File: config.mk
export PLATFORM = sky130hd
export DESIGN_NAME = keyed_ctrl_bank
export DESIGN_NICKNAME = d
export VERILOG_FILES = /design/src/rtl/kcb_pkg.sv /design/src/rtl/kcb_decode.sv /design/src/rtl/kcb_lock.sv /design/src/rtl/kcb_regs.sv /design/src/rtl/keyed_ctrl_bank.sv
export SDC_FILE = /design/constraint.sdc
export NUM_CORES = 1
export LEC_CHECK = 0
export BUFFER_PORTS_ARGS = -buffer_cell sky130_fd_sc_hd__buf_2
export CAP_MARGIN = 20
export CORE_UTILIZATION = 35
export DETAILED_ROUTE_END_ITERATION = 16
export PLACE_DENSITY = 0.54
export SETUP_SLACK_MARGIN = 0.02
export SYNTH_ARGS = -nofsm -noshare
export SYNTH_HDL_FRONTEND = slang
export SYNTH_SLANG_ARGS = --single-unit
File: constraint.sdc
create_clock -name clk -period 3.7 [get_ports clk]
set_input_delay 0.185 -clock clk [delete_from_list [all_inputs] [get_ports clk]]
set_output_delay 0.185 -clock clk [all_outputs]
set_load 0.01 [all_outputs]
File: src/rtl/kcb_pkg.sv
package kcb_pkg;

  typedef enum logic [1:0] {
    ACC_NONE = 2'd0,
    ACC_RO   = 2'd1,
    ACC_WO   = 2'd2,
    ACC_RW   = 2'd3
  } acc_e;

  typedef enum logic [3:0] {
    RID_NONE,
    RID_LATCH,
    RID_LOCK,
    RID_UNLOCK,
    RID_LSTAT,
    RID_PLL,
    RID_UCLK,
    RID_RSTC,
    RID_CAL,
    RID_ID,
    RID_BOOT,
    RID_GP
  } rid_e;

  typedef struct packed {
    rid_e       rid;
    logic [7:0] idx;
    acc_e       acc;
  } dec_t;

  localparam logic [15:0] LOCK_KEY   = 16'h767B;
  localparam logic [15:0] UNLOCK_KEY = 16'hDF0D;
  localparam logic [31:0] PLL_RST    = 32'h0001_A008;
  localparam logic [31:0] UCLK_RST   = 32'h0000_3F03;

endpackage

File: src/rtl/kcb_decode.sv
module kcb_decode
  import kcb_pkg::*;
#(
  parameter int unsigned AW      = 12,
  parameter int unsigned NUM_PLL = 3,
  parameter int unsigned GP_BASE = 16,
  parameter int unsigned NUM_GP  = 8
) (
  input  logic [AW-1:0] addr,
  output dec_t          dec
);

  localparam int unsigned WIW = AW - 2;
  localparam logic [WIW-1:0] W_LATCH  = WIW'(0);
  localparam logic [WIW-1:0] W_LOCK   = WIW'(1);
  localparam logic [WIW-1:0] W_UNLOCK = WIW'(2);
  localparam logic [WIW-1:0] W_LSTAT  = WIW'(3);
  localparam logic [WIW-1:0] W_PLL0   = WIW'(4);
  localparam logic [WIW-1:0] W_UCLK   = WIW'(4 + NUM_PLL);
  localparam logic [WIW-1:0] W_RSTC   = WIW'(5 + NUM_PLL);
  localparam logic [WIW-1:0] W_CAL    = WIW'(6 + NUM_PLL);
  localparam logic [WIW-1:0] W_ID     = WIW'(7 + NUM_PLL);
  localparam logic [WIW-1:0] W_BOOT   = WIW'(8 + NUM_PLL);
  localparam logic [WIW-1:0] W_GP0    = WIW'(GP_BASE);
  localparam logic [WIW-1:0] W_GPE    = WIW'(GP_BASE + NUM_GP);

  logic [WIW-1:0] word;
  assign word = addr[AW-1:2];

  always_comb begin
    dec = '{rid: RID_NONE, idx: 8'd0, acc: ACC_NONE};
    if (addr[1:0] == 2'b00) begin
      if (word == W_LATCH)       dec = '{rid: RID_LATCH,  idx: 8'd0, acc: ACC_RW};
      else if (word == W_LOCK)   dec = '{rid: RID_LOCK,   idx: 8'd0, acc: ACC_WO};
      else if (word == W_UNLOCK) dec = '{rid: RID_UNLOCK, idx: 8'd0, acc: ACC_WO};
      else if (word == W_LSTAT)  dec = '{rid: RID_LSTAT,  idx: 8'd0, acc: ACC_RO};
      else if (word >= W_PLL0 && word < W_UCLK)
        dec = '{rid: RID_PLL, idx: 8'(word - W_PLL0), acc: ACC_RW};
      else if (word == W_UCLK)   dec = '{rid: RID_UCLK,   idx: 8'd0, acc: ACC_RW};
      else if (word == W_RSTC)   dec = '{rid: RID_RSTC,   idx: 8'd0, acc: ACC_RW};
      else if (word == W_CAL)    dec = '{rid: RID_CAL,    idx: 8'd0, acc: ACC_WO};
      else if (word == W_ID)     dec = '{rid: RID_ID,     idx: 8'd0, acc: ACC_RO};
      else if (word == W_BOOT)   dec = '{rid: RID_BOOT,   idx: 8'd0, acc: ACC_RO};
      else if (word >= W_GP0 && word < W_GPE)
        dec = '{rid: RID_GP, idx: 8'(word - W_GP0), acc: ACC_RW};
    end
  end

endmodule

File: src/rtl/kcb_lock.sv
module kcb_lock (
  input  logic clk,
  input  logic rst_n,
  input  logic set_req,
  input  logic clr_req,
  output logic locked
);

  logic lock_q, lock_d;

  always_comb begin
    lock_d = lock_q;
    if (set_req)      lock_d = 1'b1;
    else if (clr_req) lock_d = 1'b0;
  end

  always_ff @(posedge clk or negedge rst_n) begin
    if (!rst_n) lock_q <= 1'b1;
    else        lock_q <= lock_d;
  end

  assign locked = lock_q;

  AST_LOCK_SET: assert property (@(posedge clk) disable iff (!rst_n)
    set_req |=> locked);
  AST_UNLOCK_CLR: assert property (@(posedge clk) disable iff (!rst_n)
    (clr_req && !set_req) |=> !locked);
  AST_LOCK_HOLD: assert property (@(posedge clk) disable iff (!rst_n)
    (!set_req && !clr_req) |=> $stable(locked));

endmodule

File: src/rtl/kcb_regs.sv
module kcb_regs
  import kcb_pkg::*;
#(
  parameter int unsigned NUM_PLL    = 3,
  parameter int unsigned NUM_GP     = 8,
  parameter logic [31:0] ID_VALUE   = 32'h0A5C_0001,
  parameter logic [31:0] BOOT_VALUE = 32'h0000_0001
) (
  input  logic        clk,
  input  logic        rst_n,
  input  logic        wr_en,
  input  dec_t        dec,
  input  logic [31:0] wdata,
  input  logic        locked,
  output logic [31:0] rd_word,
  output logic        soft_pulse
);

  logic        latch_q, latch_d;
  logic [31:0] uclk_q, uclk_d;
  logic [31:0] rstc_q, rstc_d;
  logic [31:0] cal_q, cal_d;
  logic        soft_q, soft_d;

  always_comb begin
    latch_d = latch_q;
    uclk_d  = uclk_q;
    rstc_d  = rstc_q;
    cal_d   = cal_q;
    if (wr_en) begin
      case (dec.rid)
        RID_LATCH: latch_d = wdata[0];
        RID_UCLK:  uclk_d  = wdata;
        RID_RSTC:  rstc_d  = wdata;
        RID_CAL:   cal_d   = wdata;
        default: ;
      endcase
    end
    soft_d = wr_en && (dec.rid == RID_RSTC) && wdata[0];
  end

  always_ff @(posedge clk or negedge rst_n) begin
    if (!rst_n) begin
      latch_q <= 1'b0;
      uclk_q  <= UCLK_RST;
      rstc_q  <= 32'd0;
      cal_q   <= 32'd0;
      soft_q  <= 1'b0;
    end else begin
      latch_q <= latch_d;
      uclk_q  <= uclk_d;
      rstc_q  <= rstc_d;
      cal_q   <= cal_d;
      soft_q  <= soft_d;
    end
  end

  logic [31:0] pll_rd [NUM_PLL];
  logic [31:0] gp_rd  [NUM_GP];

  for (genvar g = 0; g < NUM_PLL; g++) begin : g_pll
    logic [31:0] q;
    logic        ld;
    assign ld = wr_en && (dec.rid == RID_PLL) && (dec.idx == 8'(g));
    always_ff @(posedge clk or negedge rst_n) begin
      if (!rst_n)  q <= PLL_RST;
      else if (ld) q <= wdata;
    end
    assign pll_rd[g] = q;
  end

  for (genvar g = 0; g < NUM_GP; g++) begin : g_gp
    logic [31:0] q;
    logic        ld;
    assign ld = wr_en && (dec.rid == RID_GP) && (dec.idx == 8'(g));
    always_ff @(posedge clk or negedge rst_n) begin
      if (!rst_n)  q <= 32'd0;
      else if (ld) q <= wdata;
    end
    assign gp_rd[g] = q;
  end

  always_comb begin
    rd_word = 32'd0;
    case (dec.rid)
      RID_LATCH: rd_word = {31'd0, latch_q};
      RID_LSTAT: rd_word = {31'd0, locked};
      RID_UCLK:  rd_word = uclk_q;
      RID_RSTC:  rd_word = rstc_q;
      RID_CAL:   rd_word = cal_q;
      RID_ID:    rd_word = ID_VALUE;
      RID_BOOT:  rd_word = BOOT_VALUE;
      RID_PLL:
        for (int i = 0; i < NUM_PLL; i++)
          if (dec.idx == 8'(i)) rd_word = pll_rd[i];
      RID_GP:
        for (int i = 0; i < NUM_GP; i++)
          if (dec.idx == 8'(i)) rd_word = gp_rd[i];
      default: ;
    endcase
  end

  assign soft_pulse = soft_q;

  AST_LOCKED_GUARD: assert property (@(posedge clk) disable iff (!rst_n)
    (wr_en && locked) |-> (dec.rid == RID_LATCH));
  AST_SOFT_SOURCE: assert property (@(posedge clk) disable iff (!rst_n)
    soft_pulse |-> $past(wr_en && (dec.rid == RID_RSTC) && wdata[0]));
  AST_UCLK_HOLD: assert property (@(posedge clk) disable iff (!rst_n)
    !(wr_en && dec.rid == RID_UCLK) |=> $stable(uclk_q));

endmodule

File: src/rtl/keyed_ctrl_bank.sv
module keyed_ctrl_bank
  import kcb_pkg::*;
#(
  parameter int unsigned AW         = 12,
  parameter int unsigned NUM_PLL    = 3,
  parameter int unsigned GP_BASE    = 16,
  parameter int unsigned NUM_GP     = 8,
  parameter logic [31:0] ID_VALUE   = 32'h0A5C_0001,
  parameter logic [31:0] BOOT_VALUE = 32'h0000_0001
) (
  input  logic          clk,
  input  logic          rst_n,
  input  logic          bus_sel,
  input  logic          bus_we,
  input  logic [AW-1:0] bus_addr,
  input  logic [31:0]   bus_wdata,
  output logic [31:0]   bus_rdata,
  output logic          bus_err,
  output logic          locked,
  output logic          soft_rst_req
);

  dec_t        dec;
  logic        rd_ok, wr_ok, wr_legal, exempt, commit;
  logic        set_req, clr_req;
  logic [31:0] rd_word;

  kcb_decode #(
    .AW(AW), .NUM_PLL(NUM_PLL), .GP_BASE(GP_BASE), .NUM_GP(NUM_GP)
  ) u_decode (
    .addr (bus_addr),
    .dec  (dec)
  );

  assign rd_ok    = (dec.acc == ACC_RO) || (dec.acc == ACC_RW);
  assign wr_ok    = (dec.acc == ACC_WO) || (dec.acc == ACC_RW);
  assign bus_err  = bus_sel && (bus_we ? !wr_ok : !rd_ok);
  assign wr_legal = bus_sel && bus_we && wr_ok;
  assign exempt   = (dec.rid == RID_LATCH);
  assign commit   = wr_legal && (dec.rid != RID_LOCK) && (dec.rid != RID_UNLOCK)
                    && (exempt || !locked);
  assign set_req  = wr_legal && (dec.rid == RID_LOCK)   && (bus_wdata[15:0] == LOCK_KEY);
  assign clr_req  = wr_legal && (dec.rid == RID_UNLOCK) && (bus_wdata[15:0] == UNLOCK_KEY);

  kcb_lock u_lock (
    .clk     (clk),
    .rst_n   (rst_n),
    .set_req (set_req),
    .clr_req (clr_req),
    .locked  (locked)
  );

  kcb_regs #(
    .NUM_PLL(NUM_PLL), .NUM_GP(NUM_GP), .ID_VALUE(ID_VALUE), .BOOT_VALUE(BOOT_VALUE)
  ) u_regs (
    .clk        (clk),
    .rst_n      (rst_n),
    .wr_en      (commit),
    .dec        (dec),
    .wdata      (bus_wdata),
    .locked     (locked),
    .rd_word    (rd_word),
    .soft_pulse (soft_rst_req)
  );

  assign bus_rdata = (bus_sel && !bus_we) ? rd_word : 32'd0;

  AST_IDLE_QUIET: assert property (@(posedge clk) disable iff (!rst_n)
    !bus_sel |-> !bus_err);
  AST_ERR_KEEPS_LOCK: assert property (@(posedge clk) disable iff (!rst_n)
    (bus_sel && bus_we && bus_err) |=> $stable(locked));
  AST_IDLE_NO_PULSE: assert property (@(posedge clk) disable iff (!rst_n)
    !bus_sel |=> !soft_rst_req);

endmodule

* Yosys cells after proc, flatten, opt, wreduce, memory -nomap -nowiden
Cells that the tools add are included.
Cells by class: add/subtract/negate cells 2, $lt $le $gt $ge 4, equal/unequal tests 33, multiplexer cells 28, reductions and logical operators 43
Operators with widths (number):
- $mux W32 | 12
- $pmux W32 S9 | 1
- $mux W14 | 12
- $eq A10 B4 Y1 const B | 4
- $eq A8 B3 Y1 const B | 4
- $logic_and A1 B1 Y1 | 28
- $eq A10 B2 Y1 const B | 2
- $eq A16 B15 Y1 const B | 1
- $eq A16 B16 Y1 const B | 1
- $eq A4 B3 Y1 const B | 4
- $eq A4 B4 Y1 const B | 4
- $eq A8 B2 Y1 const B | 2
- $eq A10 B1 Y1 const B | 1
- $eq A10 B3 Y1 const B | 1
- $ge A10 B3 Y1 const B | 1
- $ge A10 B5 Y1 const B | 1
- $logic_not A10 Y1 | 1
- $lt A10 B3 Y1 const B | 1
- $lt A10 B5 Y1 const B | 1
- $eq A4 B2 Y1 const B | 2
- $eq A8 B1 Y1 const B | 1
- $logic_not A8 Y1 | 1
- $ne A4 B2 Y1 const B | 2
- $reduce_and A2 Y1 | 4
- 10 further kinds | 18
Storage, ports and cells: register bits 451, bits of input ports 48, output and inout bits 35, word-level logic and storage cells 127

* Depth between registers and ports, before layout
word-level depth 25, depth in mapped cells 14, mapped depth without buffers 10

* Modules after synthesis
A second synthesis with hierarchy kept.
Unflattened totals: cell total of the unflattened synthesis 1699, area, all modules 21938.5 um^2
By module, submodules not included:
- kcb_regs | instances 1, cells each 1542, area each 20862.5 um^2, sequential area each 11285.8 um^2
- kcb_decode | instances 1, cells each 100, area each 675.6 um^2, sequential area each 0.0 um^2
- keyed_ctrl_bank | instances 1, cells each 54, area each 362.8 um^2, sequential area each 0.0 um^2
- kcb_lock | instances 1, cells each 3, area each 37.5 um^2, sequential area each 26.3 um^2

* Worst setup path before layout
Ideal clock, no wire load.
kind input to output, start point input bus_addr[4], end point output bus_rdata[15], arrival time 2.875 ns, data required time 3.515 ns, setup slack 0.640 ns, stages 11, path buffers 2, cell sequence inv_1 -> ha_1 -> clkbuf_1 -> mux2i_1 -> o22a_1 -> o22ai_1 -> nand3b_2 -> a211oi_4 -> nand3_1 -> clkbuf_1 -> o32ai_1
On the way: longest elaborated chain between the ends 25, elaborated cells between the ends (all ways) 59, classes of those cells add/sub (2); order compare (4); eq/ne (24); mux (25); reduce/logical (4)
RTL lines:
- start: declaration | line keyed_ctrl_bank.sv:15 | input logic [AW-1:0] bus_addr,
- $ge A10 B5 Y1 or $lt A10 B5 Y1 (tied branches) | line kcb_decode.sv:44 | else if (word >= W_GP0 && word < W_GPE)
- $logic_and A1 B1 Y1 | line kcb_decode.sv:44
- $mux W14 | line kcb_decode.sv:44
- $mux W14 | line kcb_decode.sv:43 | else if (word == W_BOOT) dec = '{rid: RID_BOOT, idx: 8'd0, acc: ACC_RO};
- $mux W14 | line kcb_decode.sv:42 | else if (word == W_ID) dec = '{rid: RID_ID, idx: 8'd0, acc: ACC_RO};
- $mux W14 | line kcb_decode.sv:41 | else if (word == W_CAL) dec = '{rid: RID_CAL, idx: 8'd0, acc: ACC_WO};
- $mux W14 | line kcb_decode.sv:40 | else if (word == W_RSTC) dec = '{rid: RID_RSTC, idx: 8'd0, acc: ACC_RW};
- $mux W14 | line kcb_decode.sv:39 | else if (word == W_UCLK) dec = '{rid: RID_UCLK, idx: 8'd0, acc: ACC_RW};
- (+2 left out)
- $mux W14 | line kcb_decode.sv:35 | else if (word == W_UNLOCK) dec = '{rid: RID_UNLOCK, idx: 8'd0, acc: ACC_WO};
- $mux W14 | line kcb_decode.sv:34 | else if (word == W_LOCK) dec = '{rid: RID_LOCK, idx: 8'd0, acc: ACC_WO};
- $mux W14 * | line kcb_decode.sv:33 | if (word == W_LATCH) dec = '{rid: RID_LATCH, idx: 8'd0, acc: ACC_RW};
- $mux W14 * | line kcb_decode.sv:32 | if (addr[1:0] == 2'b00) begin
- $logic_not A8 Y1 | line kcb_regs.sv:95, kcb_regs.sv:98
- $mux W32 (8 in a row) | line kcb_regs.sv:98 | if (dec.idx == 8'(i)) rd_word = gp_rd[i];
- $pmux W32 S9 * | line kcb_regs.sv:85 | case (dec.rid)
- $mux W32 * | line keyed_ctrl_bank.sv:66 | assign bus_rdata = (bus_sel && !bus_we) ? rd_word : 32'd0;
- end: declaration | line keyed_ctrl_bank.sv:17 | output logic [31:0] bus_rdata,
Every way passes the cells marked *; elsewhere a longest branch is shown, timed or not.

* Worst setup path after layout
start point input bus_addr[4], end point output bus_rdata[3]
Same word-level chain as after synthesis.

==> metrics <==
Final setup viols 0; chip height 251.6 um; status finished, violations left; max-cap violation count 0; fmax about 0.28 GHz; most frequent cells in the layout 430 x dfrtp_1, 389 x mux2_2, 95 x nor2_1, 84 x buf_4, 81 x a21oi_1; port bufs 82; reg2reg path depth 5; crit-path cells buf_2 > inv_1 > ha_1 > a31o_2 > o211ai_1 > or4b_4 > a22o_4 > buf_4 > a21oi_1 > a21oi_1 > o22a_1 > o32ai_1 > buf_2; Setup TNS Final 0 ns; commonest non-fill, non-tap cell in the layout dfrtp_1; first-pass GRT wire length 100200 um; starting density of the core 0.3541; leak pwr roughly 12 nW; GRT overflow 0; DP HPWL 41030 um; DR pass1 iterations 11; Iter 0 DRT Violations 1085; vias in the first global route 15640; pwr/cell area 395.8 nW/um^2; failing checks design-rule violations; nets 1893; die area 63320 um^2; post-route ant nets 0; worst vdd rail ir drop about 300 uV; RSZ-0062 raised after global routing false; Worst R2R Setup Slack 1.72 ns; Yosys warnings 0; # clock sinks approximately 450; total global routing track utilization 0.2072; crit path max fanout 18; CP arrival 3.35 ns; WP buf/inv 4; Num CTS Buffers 48; Setup Skew 0.01762 ns; Hold Path Stages 2; synthesized area 21810 um^2; n_diodes 0; Post-synth ARST share 1.000; ranking of synthesized cells by area dfrtp_1 49%, mux2_2 20%, mux2_1 3.2%; final std cells w/o fill between 2000 and 3000; Seq/Total Area, Yosys 0.5186; largest net degree at the start of global routing 110; Core ar. 61600 um^2; Crit path required time 3.51 ns; Area Growth Syn to Fin 16.27%; top cell type's share of synthesized area 0.4933; max_slew headroom 0.4907; clk slew on worst S/H paths about 0.06 ns; WP depth 13; Post-Synthesis Cells between 1500 and 2000; Worst-Margin Slew between 0.7 and 0.8 ns; Period Utilization, post-route 0.9544; row cnt about 90; Die Wd roughly 250 um; Post-Syn Nets around 1800; clk_lat worst skew 0.58 ns; CTS tree built; ys flop type dfrtp_1; Worst path top cell family by delay compound AO/OA/AOI/OAI gates; DRC 4; CP max-delay cell or4b_4; Cell variety after synth 76; Syn Area/Cell 12.46 um^2; I/O pins 83; final hold viol count 0; clk root buf clkbuf_16; Routed WL per cell around 24 um; drt total wl around 65000 um; Tmin final about 3.5 ns; Setup Crit Path Kind in -> out; total power approximately 0.010 W; Critical Path Sink Type output port; Post-synth EDFFs 0; post-synthesis register bit count 451; Placed Instances 2611; detailed-route via count 15230; drt via density 5.611; initial antenna violation count 2; Hold Crit Class in -> reg; CP startpoint kind input port; Clock Path Buffers 3; Routability Congestion 0.8257; Max Slew Vio Count 0; share of post-route cells with drive strength above 1 0.3980; H-tree depth 2; slowest stage delay, CP around 0.53 ns; cell taking the most area after synthesis dfrtp_1
worst register-to-register path: cells and delay by family, from the launching register on:
kind,cells,cell delay [ns]
compound gates,1,0.52
mux,1,0.36
buf+inv,2,0.31
flops,1,0.60
simple gates,1,0.08
cells by family (layout without fill, tap and decap cells):
group,count (synthesis),count (layout),synth area share
mux,483,483,0.2544
flops,451,451,0.5186
compound gates,400,400,0.1295
simple gates,242,242,0.05696
buf+inv,166,293,0.03603
fa+ha+maj,7,7,0.004015
xor+xnor,1,1,0.0004016
area by class of cell:
cell class	instances	area [um^2]
Clock buffer	78	1445
Sequential cell	451	11310
Fill cell	5784	36240
Timing Repair Buffer	194	1573
Inverter	10	37.54
Multi-Input combinational cell	1133	9883
Tap cell	837	1047
Clock inverter	11	62.56
through the flow:
| stage | util | setup WS (ns) | cell area (um^2) | hold WS [ns] |
|---|---|---|---|---|
| final | 0.4117 | 0.1688 | 25360 | 0.02915 |
| after global routing | 0.4117 | 0.02626 | 25360 | 0.04526 |
| after CTS | 0.4091 | 0.03915 | 25200 | 0.0002551 |
| after detailed placement | 0.3836 | 0.07104 | 23630 | 0.1185 |
| after global placement | 0.3836 | 0.1006 | 23630 | 0.1106 |
| after floorplan | - | 0.6396 | 21810 | -0.1106 |
timing repair:
action                                  CTS  global route
hold buffers                              6             0
endpoints found under the setup margin    0            32
setup buffers                             0             8
resized for setup                         0            14
endpoints found under the hold margin    89             0
cell usage after synthesis, types with 13 or more instances:
cell	number
dfrtp_1	430
mux2_2	389
nor2_1	97
clkbuf_1	87
a21oi_1	82
mux2_1	62
o21ai_0	57
nand2_1	49
buf_2	37
o22ai_1	35
o32ai_1	31
mux2_4	30
nand3_1	30
o21a_1	29
o22a_1	27
buf_4	21
dfstp_2	21
a31oi_1	17
a211oi_1	16
a221oi_1	16
a222oi_1	13
power by group:
| group | switching (W) | internal [W] | total, W |
|---|---|---|---|
| Sequential | 0.000000253 | 0.00493 | 0.00493 |
| Combinational | 0.000327 | 0.0000977 | 0.000424 |
| Clock | 0.00201 | 0.00267 | 0.00468 |
| Total | 0.00234 | 0.00770 | 0.0100 |
layer usage:
metal,vias to the layer above,GRT usage,share of wire
met5,-,0,0.00048
met4,4,0.05697,0.022
met3,93,0.03508,0.057
met2,433,0.3302,0.47
met1,8022,0.2897,0.45
li1,6677,-,-
final timing paths:
check / endpoint / from
max: bus_rdata[3] / bus_addr[4]
min reg2reg: u_regs.g_gp[4].q[9] / u_regs.g_gp[4].q[9]
max in group asynchronous: u_regs.uclk_q[5] / rst_n
min: u_regs.g_pll[0].q[19] / bus_wdata[19]
min in group asynchronous: u_regs.cal_q[26] / rst_n
max reg2reg: u_regs.rstc_q[1] / u_lock.locked
registers in the layout (all words and copies together), names as in the netlist:
signal	flops
u_regs.g_gp.q	256
u_lock.locked	1
u_regs.g_pll.q	96
u_regs.rstc_q	32
u_regs.soft_pulse	1
u_regs.cal_q	32
u_regs.uclk_q	32
u_regs.latch_q	1
Note: power is estimated with default switching activity, not from simulation.
